--- src/rtl/owu_pkg.sv ---
package owu_pkg;
  localparam int OSC_COUNT = 2;
  localparam int MAIN_IDX  = 0;
  localparam int SUB_IDX   = 1;

  typedef struct packed {
    logic clear;
    logic tick;
    logic longSel;
  } timer_ctl_t;

  typedef struct packed {
    timer_ctl_t [OSC_COUNT-1:0] osc;
  } warm_strobes_t;
endpackage

--- src/rtl/owu_warmup_timer.sv ---
module owu_warmup_timer
  import owu_pkg::*;
#(
  parameter int SHORT_LOG    = 12,
  parameter int LONG_LOG     = 16,
  parameter bit READY_AT_POR = 1'b0
) (
  input  logic       clk,
  input  logic       rstN,
  input  timer_ctl_t ctl,
  output logic       rawReady
);
  localparam int CW = LONG_LOG + 1;
  localparam logic [CW-1:0] LONG_TERM  = CW'(1) << LONG_LOG;
  localparam logic [CW-1:0] SHORT_TERM = CW'(1) << SHORT_LOG;

  logic [CW-1:0] count;
  logic [CW-1:0] nextCount;
  logic [CW-1:0] terminal;

  assign terminal  = ctl.longSel ? LONG_TERM : SHORT_TERM;
  assign nextCount = count + CW'(1);

  always_ff @(posedge clk or negedge rstN) begin
    if (!rstN) begin
      count    <= '0;
      rawReady <= READY_AT_POR;
    end else if (ctl.clear) begin
      count    <= '0;
      rawReady <= 1'b0;
    end else if (ctl.tick && !rawReady) begin
      count <= nextCount;
      if (nextCount == terminal) rawReady <= 1'b1;
    end
  end

  // a clear empties counter and flag on the next cycle
  p_clear_zero_r5: assert property (@(posedge clk) disable iff (!rstN)
    ctl.clear |=> (count == '0 && !rawReady));

  // the flag rises only with the counter at its terminal value
  p_set_at_terminal_r2: assert property (@(posedge clk) disable iff (!rstN)
    $rose(rawReady) |-> (count == terminal));

  // the counter never runs past the longest delay
  p_no_overflow_r7: assert property (@(posedge clk) disable iff (!rstN)
    count <= LONG_TERM);

  // a set flag persists until a clear
  p_hold_r11: assert property (@(posedge clk) disable iff (!rstN)
    (rawReady && !ctl.clear) |=> rawReady);
endmodule

--- src/rtl/owu_datapath.sv ---
module owu_datapath
  import owu_pkg::*;
#(
  parameter int MAIN_SHORT_LOG = 12,
  parameter int SUB_SHORT_LOG  = 10,
  parameter int LONG_LOG       = 16
) (
  input  logic                 clk,
  input  logic                 rstN,
  input  warm_strobes_t        strobes,
  output logic [OSC_COUNT-1:0] readySync,
  output logic [7:0]           statusByte
);
  logic [OSC_COUNT-1:0] rawReady;
  logic [OSC_COUNT-1:0] syncStage1;

  for (genvar i = 0; i < OSC_COUNT; i++) begin : g_osc
    localparam int SL = (i == MAIN_IDX) ? MAIN_SHORT_LOG : SUB_SHORT_LOG;
    localparam bit PR = (i == MAIN_IDX);

    owu_warmup_timer #(
      .SHORT_LOG   (SL),
      .LONG_LOG    (LONG_LOG),
      .READY_AT_POR(PR)
    ) u_timer (
      .clk     (clk),
      .rstN    (rstN),
      .ctl     (strobes.osc[i]),
      .rawReady(rawReady[i])
    );

    always_ff @(posedge clk or negedge rstN) begin
      if (!rstN) begin
        syncStage1[i] <= 1'b0;
        readySync[i]  <= 1'b0;
      end else begin
        syncStage1[i] <= rawReady[i];
        readySync[i]  <= syncStage1[i];
      end
    end

    // synchronized flag follows the raw flag two edges later
    p_sync_rise_r10: assert property (@(posedge clk) disable iff (!rstN)
      $rose(readySync[i]) |-> $past(rawReady[i], 2));
    p_sync_fall_r10: assert property (@(posedge clk) disable iff (!rstN)
      $fell(readySync[i]) |-> !$past(rawReady[i], 2));
  end

  assign statusByte = {readySync[SUB_IDX], 2'b00, readySync[MAIN_IDX], 4'h0};
endmodule

--- src/rtl/owu_control.sv ---
module owu_control
  import owu_pkg::*;
(
  input  logic          clk,
  input  logic          rstN,
  input  logic          mainTick,
  input  logic          subTick,
  input  logic          mainOff,
  input  logic          subOff,
  input  logic          pdExit,
  input  logic          mainLongSel,
  input  logic          subLongSel,
  input  logic          selWrEn,
  input  logic          selWrData,
  input  logic          mainReadySync,
  output warm_strobes_t strobes,
  output logic          clkSelXtal
);
  logic selAccept;

  always_comb begin
    strobes.osc[MAIN_IDX].clear   = mainOff | pdExit;
    strobes.osc[MAIN_IDX].tick    = mainTick;
    strobes.osc[MAIN_IDX].longSel = mainLongSel;
    strobes.osc[SUB_IDX].clear    = subOff;
    strobes.osc[SUB_IDX].tick     = subTick;
    strobes.osc[SUB_IDX].longSel  = subLongSel;
  end

  assign selAccept = selWrEn && (!selWrData || mainReadySync);

  always_ff @(posedge clk or negedge rstN) begin
    if (!rstN)          clkSelXtal <= 1'b0;
    else if (selAccept) clkSelXtal <= selWrData;
  end

  // crystal selection only while the main oscillator is ready
  p_sel_gate_r9: assert property (@(posedge clk) disable iff (!rstN)
    $rose(clkSelXtal) |-> $past(mainReadySync));

  // writing 0 always returns to the RC source
  p_sel_clear_r9: assert property (@(posedge clk) disable iff (!rstN)
    (selWrEn && !selWrData) |=> !clkSelXtal);
endmodule

--- src/rtl/osc_warmup_status.sv ---
module osc_warmup_status
  import owu_pkg::*;
#(
  parameter int MAIN_SHORT_LOG = 12,
  parameter int SUB_SHORT_LOG  = 10,
  parameter int LONG_LOG       = 16
) (
  input  logic       clk,
  input  logic       rstN,
  input  logic       mainTick,
  input  logic       subTick,
  input  logic       mainOff,
  input  logic       subOff,
  input  logic       pdExit,
  input  logic       mainLongSel,
  input  logic       subLongSel,
  input  logic       selWrEn,
  input  logic       selWrData,
  output logic       mainReady,
  output logic       subReady,
  output logic [7:0] statusByte,
  output logic       clkSelXtal
);
  warm_strobes_t        strobes;
  logic [OSC_COUNT-1:0] readySync;

  owu_control u_control (
    .clk          (clk),
    .rstN         (rstN),
    .mainTick     (mainTick),
    .subTick      (subTick),
    .mainOff      (mainOff),
    .subOff       (subOff),
    .pdExit       (pdExit),
    .mainLongSel  (mainLongSel),
    .subLongSel   (subLongSel),
    .selWrEn      (selWrEn),
    .selWrData    (selWrData),
    .mainReadySync(readySync[MAIN_IDX]),
    .strobes      (strobes),
    .clkSelXtal   (clkSelXtal)
  );

  owu_datapath #(
    .MAIN_SHORT_LOG(MAIN_SHORT_LOG),
    .SUB_SHORT_LOG (SUB_SHORT_LOG),
    .LONG_LOG      (LONG_LOG)
  ) u_datapath (
    .clk       (clk),
    .rstN      (rstN),
    .strobes   (strobes),
    .readySync (readySync),
    .statusByte(statusByte)
  );

  assign mainReady = readySync[MAIN_IDX];
  assign subReady  = readySync[SUB_IDX];
endmodule

--- config.mk ---
export PLATFORM = sky130hd
export DESIGN_NAME = osc_warmup_status
export DESIGN_NICKNAME = d
export VERILOG_FILES = /design/src/rtl/owu_pkg.sv /design/src/rtl/owu_warmup_timer.sv /design/src/rtl/owu_datapath.sv /design/src/rtl/owu_control.sv /design/src/rtl/osc_warmup_status.sv
export SDC_FILE = /design/constraint.sdc
export NUM_CORES = 1
export LEC_CHECK = 0
export BUFFER_PORTS_ARGS = -buffer_cell sky130_fd_sc_hd__buf_2
export CAP_MARGIN = 20
export CELL_PAD_IN_SITES_DETAIL_PLACEMENT = 0
export CELL_PAD_IN_SITES_GLOBAL_PLACEMENT = 1
export CORE_MARGIN = 5
export CORE_UTILIZATION = 40
export CTS_BUF_LIST = sky130_fd_sc_hd__clkbuf_8 sky130_fd_sc_hd__clkbuf_16
export CTS_CLUSTER_SIZE = 25
export DETAILED_ROUTE_END_ITERATION = 8
export GPL_ROUTABILITY_DRIVEN = 0
export GPL_TIMING_DRIVEN = 0
export PLACE_DENSITY = 0.75
export SETUP_SLACK_MARGIN = 0.4
export SLEW_MARGIN = 10
export SYNTH_ARGS = -nofsm -noshare
export SYNTH_HDL_FRONTEND = slang
export SYNTH_SLANG_ARGS = --single-unit
--- constraint.sdc ---
create_clock -name clk -period 2.44 [get_ports clk]
set_input_delay 0.122 -clock clk [delete_from_list [all_inputs] [get_ports clk]]
set_output_delay 0.122 -clock clk [all_outputs]
set_load 0.02 [all_outputs]
# Word level (Yosys, flattened, before mapping)
# Index checks and enable logic that the tools add are counted.
# totals
regBits	41
input_bits	11
out_inout_bits	11
wordCells	39
# op_classes
addsub	2
eq_ne	2
muxes	12
bitwise_logic	1
reduce_logical	13
# op_table
op	count
$mux 17	6
$add 17x1->17 const B	2
$eq 17x17->1	2
$reduce_bool 2->1	4
$mux 1	6
$reduce_and 2->1	2
$logic_and 1x1->1	3
$logic_not 1->1	3
$logic_or 1x1->1	1
$or 1x1->1	1

# Depth between registers and ports, before layout
# logic_depth
word_depth	5
mapped_depth	8
mapped_depth_nobuf	7

# Modules after synthesis
# Synthesis repeated with hierarchy kept, for this count alone.
# hier_totals
cells_unflattened	297
area_unflattened_um2	2662.6
# modules_own_cells
mod	n_inst	cells_each	area_per_inst_um2	seq_area_each_um2
owu_warmup_timer at u_datapath.g_osc[0].u_timer	1	140	1208.7	451.7
owu_warmup_timer at u_datapath.g_osc[1].u_timer	1	134	1207.4	450.4
owu_datapath	1	13	163.9	100.1
owu_control	1	10	82.6	25.0

# Worst setup path before layout
# Ideal clock, no wire load.
# synth_path
kind	register -> register
startpoint	register u_datapath.g_osc[1].u_timer.count[0]
endpoint	register u_datapath.g_osc[1].u_timer.rawReady
setup_ns	0.096
t_arrival_ns	1.996
required_time_ns	2.344
slack_ns	0.348
stages_incl_launch_ff	8
path_buffers	0
period_less_slack_ns	2.092
cell_sequence	dfrtp_1 > ha_1 > nand3_2 > or4b_1 > a21oi_1 > o221ai_1 > or3_1 > o32ai_2
# synth_between
elab_chain_len	4
# synth_rtl
element	line_no	text
from (decl)	owu_warmup_timer.sv:17	logic [CW-1:0] count;
from (signal assigned)	owu_warmup_timer.sv:32	count <= nextCount;
$add 17x1->17	owu_warmup_timer.sv:22	assign nextCount = count + CW'(1);
$eq 17x17->1	owu_warmup_timer.sv:33	if (nextCount == terminal) rawReady <= 1'b1;
$reduce_bool 2->1 (no line)	--	
$reduce_and 2->1 (no line)	--	
to (signal assigned)	owu_warmup_timer.sv:27	rawReady <= READY_AT_POR;
to (signal assigned)	owu_warmup_timer.sv:30	rawReady <= 1'b0;
to (signal assigned)	owu_warmup_timer.sv:33	
to (decl)	owu_warmup_timer.sv:11	output logic rawReady
# Every way passes these cells.
# A chain may end at the register's enable or synchronous reset.

# Worst setup path after layout
# Ends and elaborated chain as after synthesis.

==> impl_metrics.ini <==
[status]
outcome = finished clean

[power]
clkPwrFrac_pct = 43.2
powerDensity_nw_per_um2 = 479
swShare_pct = 23.3
leakage_nw = 1.19
p_int_mw = 1.05
pwr-share-seq_pct = 50.4
power.total_mw = 1.37
switchingPower_uw = 318
max-vdd-ir-drop_uv = 328
power_frac_comb_pct = 6.4

[timing]
tns_ps = 0
min_period_over_period_pct = 85.5
clock.fmax_mhz = 479
finalCriticalPeriod_ps = 2090
slew_headroom_pct = 37.2
hold_viol_final = 0
rsz0062_at_grt = true
layout_setup_ws_ps = 354
clock_skew_ps = 4.49
slew_viol_final = 0
hold-worst-slack_ps = 44.8
worst-slew-pin-transition_ps = 941
setup_violations = 0

[grt]
grt_first_pass_wirelength_um = 8950
first_global_vias = 1989
antenna_found_initial = 0
gr-total-overflow = 0
grt_usage_pct = 14.5
grt_max_degree = 42

[synth]
postSynthCellCount = 282
synth_area_per_cell_sq_um = 8.61
yosys_register_bits = 41
ys_types = 45
yosysWarnings = 0
synth_largest_type_area_fraction_pct = 41.2
yosysTopAreaCell = dfrtp_1
synth_area_sq_um = 2430
synth.yosys.seq_area_share_pct = 42.3
synthTopCellsByArea = dfrtp_1, xor2_1, nor2_1

[clock_tree]
path_clk_slew_ps = 80
clk_latency_ps = 300
root_buffer = clkbuf_8
cts_tree = yes
clockBufferDepth = 2
numCtsBuffers = 5
clock-sinks = 41
cts_max_level = 2

[finish]
drive_above_1_share_pct = 19.6
fin_nets = 329
fillers = 603
layout_common_cells = nor2_1, dfrtp_1, nand2_1, xor2_1, buf_2
antenna_cells = 0
final_cell_area_sq_um = 2850
final_common_cell = nor2_1
syn2layout_area_growth_pct = 17.5

[setup_path]
crit_path_max_incr_delay_ps = 540
crit_buf_inv = 0
crit_cells = 7
slowest_stage = or4b_4
crit_path_start_kind = flip-flop
cp_max_fo = 4
cp_cell_sequence = ha_4 -> nand3_2 -> or4b_4 -> a21oi_2 -> o221ai_1 -> or3_1 -> o32ai_2
worst-r2r-cell-count = 7
worstSetupEndpointType = flip-flop
cpLargestDelayFamily = simple AND/OR/NAND/NOR gates
crit_arrival_ps = 2300
criticalPathCategory = flip-flop to flip-flop
crit_required_ps = 2650

[floorplan]
die_w_um = 87.9
die-area_sq_um = 7730
row_count = 28
core_sq_um = 5920
initial_core_util_pct = 41.0
die_h_um = 87.9
ios = 22

[placement]
pre_cts_slack_ps = 156
place.port_buffers = 14
hpwl_um = 3600
dpl-instance-area_sq_um = 2610

[route]
wl_per_cell_um = 13.3
ant_nets = 0
drt-initial-drc-count = 95
avgViaCountPerCell = 5.27
routed-via-count = 2059
drc = 0
wirelength_um = 5210
firstDrtPassIters = 4

[job]
max_cap_viol_count = 0

[worst_hold_path]
hold_class = input port to flip-flop
hold_depth = 3
==> timing repair <==
item / 4_1_cts / 5_1_grt
gates resized for setup: 8 / 12
endpoints found under the setup margin: 9 / 10
buffers inserted: 4 / 1
hold endpoints to repair: 41 / 0
cloned: 0 / 0
pin swaps: 2 / 1
hold buffers: 2 / 0
==> worst paths after layout <==
path                                                                  start                                          endpoint  slack (ps)
min reg2reg                              u_datapath.syncStage1[0]$_DFF_PN0_                 u_datapath.readySync[0]$_DFF_PN0_         350
max reg2reg                u_datapath.g_osc[1].u_timer.count[0]$_DFFE_PN0P_  u_datapath.g_osc[1].u_timer.rawReady$_DFFE_PN0P_         350
min                                                               selWrData                  u_control.clkSelXtal$_DFFE_PN0P_          40
min in group asynchronous                                              rstN                u_datapath.syncStage1[1]$_DFF_PN0_         500
max                        u_datapath.g_osc[1].u_timer.count[0]$_DFFE_PN0P_  u_datapath.g_osc[1].u_timer.rawReady$_DFFE_PN0P_         350
max in group asynchronous                                              rstN  u_datapath.g_osc[0].u_timer.count[1]$_DFFE_PN0P_        1290
==> state kept, by name (all words and copies together) (netlist names) <==
signal and cells:
u_datapath.readySync 2, u_control.clkSelXtal 1, u_datapath.syncStage1 2, u_datapath.g_osc.u_timer.rawReady 2, u_datapath.g_osc.u_timer.count 34
==> power groups by stage <==
stage	Sequential, mW	Clock (mW)	Combinational, mW
final	0.689	0.590	0.0872
after global routing	0.689	0.628	0.0980
after global placement	0.703	0	0.0763
after floorplan	0.702	0	0.0436
after CTS	0.688	0.606	0.0852
after detailed placement	0.703	0	0.0763
==> cell type report <==
class	instances	area (sq um)	area share, %
timing repair buffer	21	128	4.47
clock inverter	2	37.5	1.32
inverter	4	15.0	0.526
tap	75	93.8	3.29
sequential	41	1030	36.1
buffer	20	116	4.08
clock buffer	6	82.6	2.89
multi-input combinational	222	1350	47.3
==> cells in the mapped netlist (all sizes together) <==
cell     number
nor2b         2
nand3        15
inv           4
nand2b        1
o32a          1
mux2          2
and3          5
clkbuf        9
dfstp         1
dfrtp        40
or2           3
a32oi         1
or4b          1
nand2        31
nor2         40
o22ai         1
a2111oi       1
a311o         1
and2          2
xnor2        12
o21ai        13
o31ai         2
conb          1
or4           1
ha            3
xor2         19
a41oi         1
or3          10
nand4        13
o32ai         1
nor4          4
nor3b         1
o221ai        1
nor3         10
buf          11
a21oi        14
or3b          1
o211ai        1
and4          2
==> routing by layer <==
metal	global-route usage, %	up-vias	wire [um]
met5	0	-	0
met4	4.32	0	63
met3	3.67	6	216
met2	25.1	33	2600
met1	17.7	984	2330
li1	-	1036	-
==> worst reg2reg max path: stages, from the launching register on <==
cell and delay, ps:
dfrtp_1 400, ha_4 170, nand3_2 90, or4b_4 540
a21oi_2 130, o221ai_1 120, or3_1 330, o32ai_2 210
==> cell families (layout without fill, tap and decap cells) <==
kind of cell	Yosys count	in the layout	share of synthesized area [%]
AOI/OAI and AO/OA	38	38	9.69
adders and majority gates	3	3	1.55
buffers and inverters	24	53	5.31
and+or+nand+nor	142	142	28.9
muxes	2	2	0.928
DFF	41	41	42.3
xor gates and xnor gates	31	31	11.2
other	1	6	0.154
==> stage by stage <==
stage / util [%] / std cells
floorplan: - / 287
global placement: 44.1 / 376
detailed placement: 44.1 / 376
CTS: 47.5 / 390
global route: 48.2 / 391
finish: 48.2 / 391
(Power assumes the default switching activity.)
